===== config.mk =====
export PLATFORM = sky130hd
export DESIGN_NAME = xbus_seq
export DESIGN_NICKNAME = d
export VERILOG_FILES = /design/src/rtl/xbus_pkg.sv /design/src/rtl/xbus_decode.sv /design/src/rtl/xbus_phase.sv /design/src/rtl/xbus_pins.sv /design/src/rtl/xbus_seq.sv
export SDC_FILE = /design/constraint.sdc
export NUM_CORES = 1
export LEC_CHECK = 0
export BUFFER_PORTS_ARGS = -buffer_cell sky130_fd_sc_hd__clkbuf_2
export CORE_MARGIN = 10
export CORE_UTILIZATION = 53
export CTS_CLUSTER_SIZE = 20
export DETAILED_ROUTE_END_ITERATION = 16
export GPL_ROUTABILITY_DRIVEN = 0
export GPL_TIMING_DRIVEN = 1
export PLACE_DENSITY_LB_ADDON = 0.1
export SYNTH_ARGS = -nofsm -noshare
export SYNTH_HDL_FRONTEND = slang
export SYNTH_SLANG_ARGS = --single-unit

===== constraint.sdc =====
create_clock -name clk -period 2.6 [get_ports clk]
set_input_delay 0.13 -clock clk [delete_from_list [all_inputs] [get_ports clk]]
set_output_delay 0.13 -clock clk [all_outputs]
set_load 0.05 [all_outputs]

===== src/rtl/xbus_pkg.sv =====
package xbus_pkg;

    localparam int PH_W = 4;
    typedef logic [PH_W-1:0] ph_t;

    typedef enum logic [1:0] {
        ACC_FETCH  = 2'b00,
        ACC_DREAD  = 2'b01,
        ACC_DWRITE = 2'b10
    } acc_e;

    typedef struct packed {
        acc_e       kind;
        logic       ext;
        logic [7:0] a_lo;
        logic [7:0] a_hi;
        logic [7:0] wdata;
        ph_t        last;
    } cyc_t;

    function automatic acc_e to_kind(input logic [1:0] code);
        case (code)
            2'b01:   return ACC_DREAD;
            2'b10:   return ACC_DWRITE;
            default: return ACC_FETCH;
        endcase
    endfunction

    function automatic logic fetch_goes_out(input logic        ea_n,
                                            input logic [15:0] pc,
                                            input logic [15:0] top);
        return (!ea_n) || (pc > top);
    endfunction

endpackage


===== src/rtl/xbus_decode.sv =====
module xbus_decode
    import xbus_pkg::*;
#(
    parameter int          FETCH_PERIODS = 3,
    parameter int          DATA_PERIODS  = 6,
    parameter logic [15:0] INT_TOP       = 16'h3FFF
) (
    input  logic [1:0]  kind_code,
    input  logic        ind,
    input  logic [15:0] pc,
    input  logic [15:0] dptr,
    input  logic [7:0]  ri,
    input  logic [7:0]  wdata,
    input  logic [7:0]  p2_latch,
    input  logic        ea_n,
    output cyc_t        cyc
);
    localparam ph_t FETCH_LAST = ph_t'(FETCH_PERIODS - 1);
    localparam ph_t DATA_LAST  = ph_t'(DATA_PERIODS - 1);

    always_comb begin
        cyc.kind  = to_kind(kind_code);
        cyc.wdata = wdata;
        if (cyc.kind == ACC_FETCH) begin
            cyc.ext  = fetch_goes_out(ea_n, pc, INT_TOP);
            cyc.a_lo = pc[7:0];
            cyc.a_hi = pc[15:8];
            cyc.last = cyc.ext ? FETCH_LAST : ph_t'(0);
        end else begin
            cyc.ext  = 1'b1;
            cyc.a_lo = ind ? ri       : dptr[7:0];
            cyc.a_hi = ind ? p2_latch : dptr[15:8];
            cyc.last = DATA_LAST;
        end
    end
endmodule


===== src/rtl/xbus_phase.sv =====
module xbus_phase
    import xbus_pkg::*;
(
    input  logic clk,
    input  logic rst,
    input  logic accept,
    input  cyc_t cyc_in,
    output logic busy,
    output logic fin,
    output cyc_t cur,
    output logic nxt_busy,
    output ph_t  nxt_ph,
    output cyc_t nxt_cyc
);
    ph_t ph;

    assign fin = busy && (ph == cur.last);

    always_comb begin
        nxt_busy = busy;
        nxt_ph   = ph;
        nxt_cyc  = cur;
        if (busy) begin
            if (fin) begin
                nxt_busy = 1'b0;
                nxt_ph   = '0;
            end else begin
                nxt_ph = ph + ph_t'(1);
            end
        end else if (accept) begin
            nxt_busy = 1'b1;
            nxt_ph   = '0;
            nxt_cyc  = cyc_in;
        end
    end

    always_ff @(posedge clk) begin
        if (rst) begin
            busy <= 1'b0;
            ph   <= '0;
            cur  <= cyc_t'('0);
        end else begin
            busy <= nxt_busy;
            ph   <= nxt_ph;
            cur  <= nxt_cyc;
        end
    end

    p_ph_bound_r9: assert property (@(posedge clk) disable iff (rst)
        busy |-> (ph <= cur.last));
    p_no_accept_busy_r9: assert property (@(posedge clk) disable iff (rst)
        (busy && !fin) |=> busy && $stable(cur));
endmodule


===== src/rtl/xbus_pins.sv =====
module xbus_pins
    import xbus_pkg::*;
#(
    parameter int DATA_PERIODS = 6
) (
    input  logic       clk,
    input  logic       rst,
    input  logic       nxt_busy,
    input  ph_t        nxt_ph,
    input  cyc_t       nxt_cyc,
    input  logic       fin,
    input  cyc_t       cur,
    input  logic [7:0] ad_in,
    output logic [7:0] ad_out,
    output logic       ad_oe,
    output logic [7:0] a_hi,
    output logic       ale,
    output logic       psen_n,
    output logic       rd_n,
    output logic       wr_n,
    output logic       shared_rd_n,
    output logic       done,
    output logic       done_ext,
    output logic [7:0] done_data
);
    localparam ph_t STROBE_FIRST = ph_t'(2);
    localparam ph_t WR_LAST      = ph_t'(DATA_PERIODS - 2);

    logic       act, s_ale, s_psen, s_rd, s_wr, s_oe, cap;
    logic [7:0] s_ad, s_hi;

    always_comb begin
        act    = nxt_busy && nxt_cyc.ext;
        s_ale  = act && (nxt_ph == '0);
        s_psen = !(act && nxt_cyc.kind == ACC_FETCH && nxt_ph != '0);
        s_rd   = !(act && nxt_cyc.kind == ACC_DREAD && nxt_ph >= STROBE_FIRST);
        s_wr   = !(act && nxt_cyc.kind == ACC_DWRITE &&
                   nxt_ph >= STROBE_FIRST && nxt_ph <= WR_LAST);
        s_oe   = act && (nxt_ph == '0 || nxt_cyc.kind == ACC_DWRITE);
        if (!s_oe)
            s_ad = 8'h00;
        else if (nxt_ph == '0)
            s_ad = nxt_cyc.a_lo;
        else
            s_ad = nxt_cyc.wdata;
        s_hi   = act ? nxt_cyc.a_hi : a_hi;
        cap    = fin && cur.ext && (cur.kind != ACC_DWRITE);
    end

    always_ff @(posedge clk) begin
        if (rst) begin
            ale         <= 1'b0;
            psen_n      <= 1'b1;
            rd_n        <= 1'b1;
            wr_n        <= 1'b1;
            shared_rd_n <= 1'b1;
            ad_oe       <= 1'b0;
            ad_out      <= 8'h00;
            a_hi        <= 8'h00;
            done        <= 1'b0;
            done_ext    <= 1'b0;
            done_data   <= 8'h00;
        end else begin
            ale         <= s_ale;
            psen_n      <= s_psen;
            rd_n        <= s_rd;
            wr_n        <= s_wr;
            shared_rd_n <= s_psen & s_rd;
            ad_oe       <= s_oe;
            ad_out      <= s_ad;
            a_hi        <= s_hi;
            done        <= fin;
            done_ext    <= fin && cur.ext;
            done_data   <= cap ? ad_in : 8'h00;
        end
    end

    p_shared_and_r8: assert property (@(posedge clk) disable iff (rst)
        shared_rd_n == (psen_n & rd_n));
    p_ale_quiet_r3: assert property (@(posedge clk) disable iff (rst)
        ale |-> (psen_n && rd_n && wr_n && ad_oe));
    p_wr_driven_r5: assert property (@(posedge clk) disable iff (rst)
        !wr_n |-> (ad_oe && $stable(ad_out)));
    p_wr_hold_r5: assert property (@(posedge clk) disable iff (rst)
        $rose(wr_n) |-> ad_oe);
    p_read_released_r10: assert property (@(posedge clk) disable iff (rst)
        (!psen_n || !rd_n) |-> !ad_oe);
    p_done_pulse_r9: assert property (@(posedge clk) disable iff (rst)
        done |=> !done);
endmodule


===== src/rtl/xbus_seq.sv =====
module xbus_seq
    import xbus_pkg::*;
#(
    parameter int          FETCH_PERIODS = 3,
    parameter int          DATA_PERIODS  = 6,
    parameter logic [15:0] INT_TOP       = 16'h3FFF
) (
    input  logic        clk,
    input  logic        rst,
    input  logic        req_valid,
    output logic        req_ready,
    input  logic [1:0]  req_kind,
    input  logic        req_ind,
    input  logic [15:0] req_pc,
    input  logic [15:0] req_dptr,
    input  logic [7:0]  req_ri,
    input  logic [7:0]  req_wdata,
    input  logic [7:0]  p2_latch,
    input  logic        ea_n,
    input  logic [7:0]  ad_in,
    output logic [7:0]  ad_out,
    output logic        ad_oe,
    output logic [7:0]  a_hi,
    output logic        ale,
    output logic        psen_n,
    output logic        rd_n,
    output logic        wr_n,
    output logic        shared_rd_n,
    output logic        done,
    output logic        done_ext,
    output logic [7:0]  done_data
);
    cyc_t dec_cyc, cur, nxt_cyc;
    logic busy, fin, nxt_busy;
    ph_t  nxt_ph;

    assign req_ready = !busy;

    xbus_decode #(
        .FETCH_PERIODS(FETCH_PERIODS),
        .DATA_PERIODS (DATA_PERIODS),
        .INT_TOP      (INT_TOP)
    ) u_dec (
        .kind_code(req_kind), .ind(req_ind), .pc(req_pc), .dptr(req_dptr),
        .ri(req_ri), .wdata(req_wdata), .p2_latch(p2_latch), .ea_n(ea_n),
        .cyc(dec_cyc)
    );

    xbus_phase u_phase (
        .clk(clk), .rst(rst), .accept(req_valid && req_ready),
        .cyc_in(dec_cyc), .busy(busy), .fin(fin), .cur(cur),
        .nxt_busy(nxt_busy), .nxt_ph(nxt_ph), .nxt_cyc(nxt_cyc)
    );

    xbus_pins #(.DATA_PERIODS(DATA_PERIODS)) u_pins (
        .clk(clk), .rst(rst), .nxt_busy(nxt_busy), .nxt_ph(nxt_ph),
        .nxt_cyc(nxt_cyc), .fin(fin), .cur(cur), .ad_in(ad_in),
        .ad_out(ad_out), .ad_oe(ad_oe), .a_hi(a_hi), .ale(ale),
        .psen_n(psen_n), .rd_n(rd_n), .wr_n(wr_n),
        .shared_rd_n(shared_rd_n), .done(done), .done_ext(done_ext),
        .done_data(done_data)
    );

    p_internal_quiet_r2: assert property (@(posedge clk) disable iff (rst)
        (done && !done_ext) |-> (psen_n && done_data == 8'h00));
endmodule


==> impl_metrics.toml <==
[logic_synthesis]
syn_area_mm2 = 0.002869
synth_top_family_by_area = "multiplexers"
synth_edf_count = 0
synth_area_leaders = "dfxtp_1 46%, mux2i_1 15%, nor2_1 6.9%"
synth_top_area_share_pct = 46.05
syn_area_per_cell_um2 = 9.438
synthCells = 304
ys_seq_area_share_pct = 46.05
ys_warn_count = 0
synthMuxAreaShare_pct = 19.41
synth_compound_area_share_pct = 9.333
syn-num-nets = 378
synthAdderAreaFrac_pct = 1.308
ys_seq_elements = 66
synth-simple-area-share_pct = 18.58
synthArstFlopShare_pct = 0
synth_xor_area_share_pct = 0.3053
synth_cell_type_count = 42
yosys.area.top_type = "dfxtp_1"
synth_ff_type = "dfxtp_1"

[cts]
clock-sinks = 66
cts-root-buf = "clkbuf_8"
h-tree-depth = 3
clk_latency_ns = 0.33
clk_path_buf_depth = 2
cts_tree = "yes"
numCtsBuffers = 9
cts.reportedPaths.clkPinSlew_ns = 0.07

[worst_setup_path]
crit_path_start = "u_phase.busy"
crit_fanout = 19
crit_path_end_kind = "flip-flop"
required_ns = 2.81
worst_setup_path_start_kind = "flip-flop"
crit_type = "flip-flop to flip-flop"
reg2reg_slack_ns = 0.39
r2r_cells = 5
r2r-start = "u_phase.busy"
arrival_ns = 2.42

[power]
power_density_mw_per_mm2 = 693.2
peakVddDrop_mv = 0.4288
combPwrFrac_pct = 19.7
clock_power_share_pct = 36.3
power.net_switching_uw = 693.6
power_frac_seq_pct = 44.0
p_leak_nw = 1.713
internal-power_mw = 1.829
switching_share_pct = 27.50

[global_route]
grt_pass1_vias = 2574
grt_pass1_wl_um = 11750
grt_usage_pct = 16.44
grt_start_max_net_pins = 34
overflow = 0
antenna_found_initial = 0

[timing]
clock_skew_ns = 0.007631
setup_violations = 0
hold_slack_ns = 0.01303
grt_setup_unrepaired = "false"
fmax_mhz = 453.0
timing.final.hold_violations = 0
worst_pin_slew_ns = 0.5849
finalSetupTns_ns = 0
fin_crit_ns = 2.208
slew_violations = 0
period_share_pct = 84.91
max_slew_margin_pct = 61.00

[cells_and_area]
nets = 480
fill_cells = 401
final_common_cell = "clkbuf_2"
syn2layout_area_growth_pct = 26.82
diodes = 0
drive_above_1_share_pct = 33.58
mostFrequentLayoutCells = "103 x clkbuf_2, 66 x dfxtp_1, 53 x nor2_1"
layout.cells.non_filler = 481

[floorplan]
dieArea_mm2 = 0.008756
core_area_mm2 = 0.005172
rows = 26
fp.dieW_um = 93.58
pin_count = 104
die_h_um = 93.58
start_util_pct = 55.47

[routing]
drtPass1Iterations = 4
avgViaCountPerCell = 5.037
wirelength_um = 6994
ant_nets = 0
drc = 0
drt_iter0_drc = 103
vias = 2423
post_drt_wl_per_cell_um = 14.54

[min_path]
min_path_cells = 2
hold_class = "primary input to flip-flop"
worstHoldStart = "ad_in[1]"

[run]
cap_violations = 0

[status]
outcome = "completed"

[placement]
dpl.cell_count = 461
port-buffer-count = 103
dp_hpwl_um = 5460
[cell usage after synthesis, types with 2 or more instances]
| master | number |
|---|---|
| nand2b_1 | 2 |
| o22ai_1 | 2 |
| nand3_1 | 6 |
| ha_1 | 3 |
| mux2_4 | 7 |
| nand2_1 | 23 |
| a211oi_1 | 8 |
| clkbuf_1 | 8 |
| nor2_1 | 53 |
| mux2i_1 | 44 |
| o21ai_0 | 21 |
| a21oi_1 | 3 |
| inv_1 | 5 |
| dfxtp_1 | 66 |
| buf_4 | 3 |
| buf_6 | 2 |
| nor3_1 | 10 |
| and2_1 | 8 |
| buf_2 | 7 |
[layer usage]
metal  global-route usage [%]  part of all wire [%]  vias to the layer above
li1                         -                     -                     1245
met1                    19.18                    43                     1089
met2                    26.16                    47                       80
met3                    6.715                   8.3                        9
met4                    6.835                   1.3                        0
met5                        0                     0                        -
[per-stage QoR]
stage	utilization, %	total power [mW]	cell area (um2)	setup WS, ns
2_1_floorplan	-	1.498	2869	0.8317
3_3_place_gp	65.46	1.616	3386	0.5422
3_5_place_dp	65.46	1.628	3386	0.4389
4_1_cts	70.34	2.550	3638	0.4166
5_1_grt	70.34	2.658	3638	0.1893
6_report	70.34	2.522	3638	0.3924
[state kept, by name, summed over array words and instances (netlist names), 4 cells and up]
name	flops
u_pins.ad_out	8
u_pins.a_hi	8
u_phase.ph	4
u_pins.done_data	8
u_phase.cur	29
[cells by family (layout without fill, tap and decap cells)]
| group | count (synthesis) | in the layout |
|---|---|---|
| compound gates | 41 | 41 |
| xor+xnor | 1 | 1 |
| fa+ha+maj | 3 | 3 |
| buf+inv | 26 | 133 |
| flops | 66 | 66 |
| mux | 52 | 52 |
| simple gates | 115 | 115 |
[layout make-up]
type / instances / area, um2 / share of cell area (%)
clock buffer: 14 / 152.6 / 4.195
clock inverter: 2 / 60.06 / 1.651
tap: 70 / 87.58 / 2.407
inverter: 5 / 18.77 / 0.5158
multi-input combinational: 212 / 1405 / 38.62
sequential: 66 / 1321 / 36.31
timing repair buffer: 112 / 593.1 / 16.30
[path summary, 6_finish.rpt]
check,end
worst max-delay path,u_pins.ad_out[3]
worst min-delay path,u_pins.done_data[1]
worst max register to register,u_pins.ad_out[3]
worst min register to register,u_phase.cur[1]
[worst max-delay path, cell delays in order, from the launching register on]
cell      delay, ns
dfxtp_1        0.55
and2b_2        0.31
o221ai_1       0.29
or3_1          0.54
nor3_1         0.13
mux2_4         0.28
[power groups by stage]
stage	clock [mW]	combinational, mW	sequential (mW)
after floorplan	0	0.278	1.22
after global placement	0	0.488	1.13
after detailed placement	0	0.497	1.13
after CTS	0.938	0.504	1.11
after global routing	0.990	0.552	1.11
final	0.916	0.498	1.11
[repair_timing]
action                                  in CTS  in global routing
hold buffers                                 4                  0
setup buffers                                0                  0
resized for setup                            0                  0
hold endpoints to repair                     4                  0
endpoints found under the setup margin       0                  0
Power figures use the tool's default switching activity.
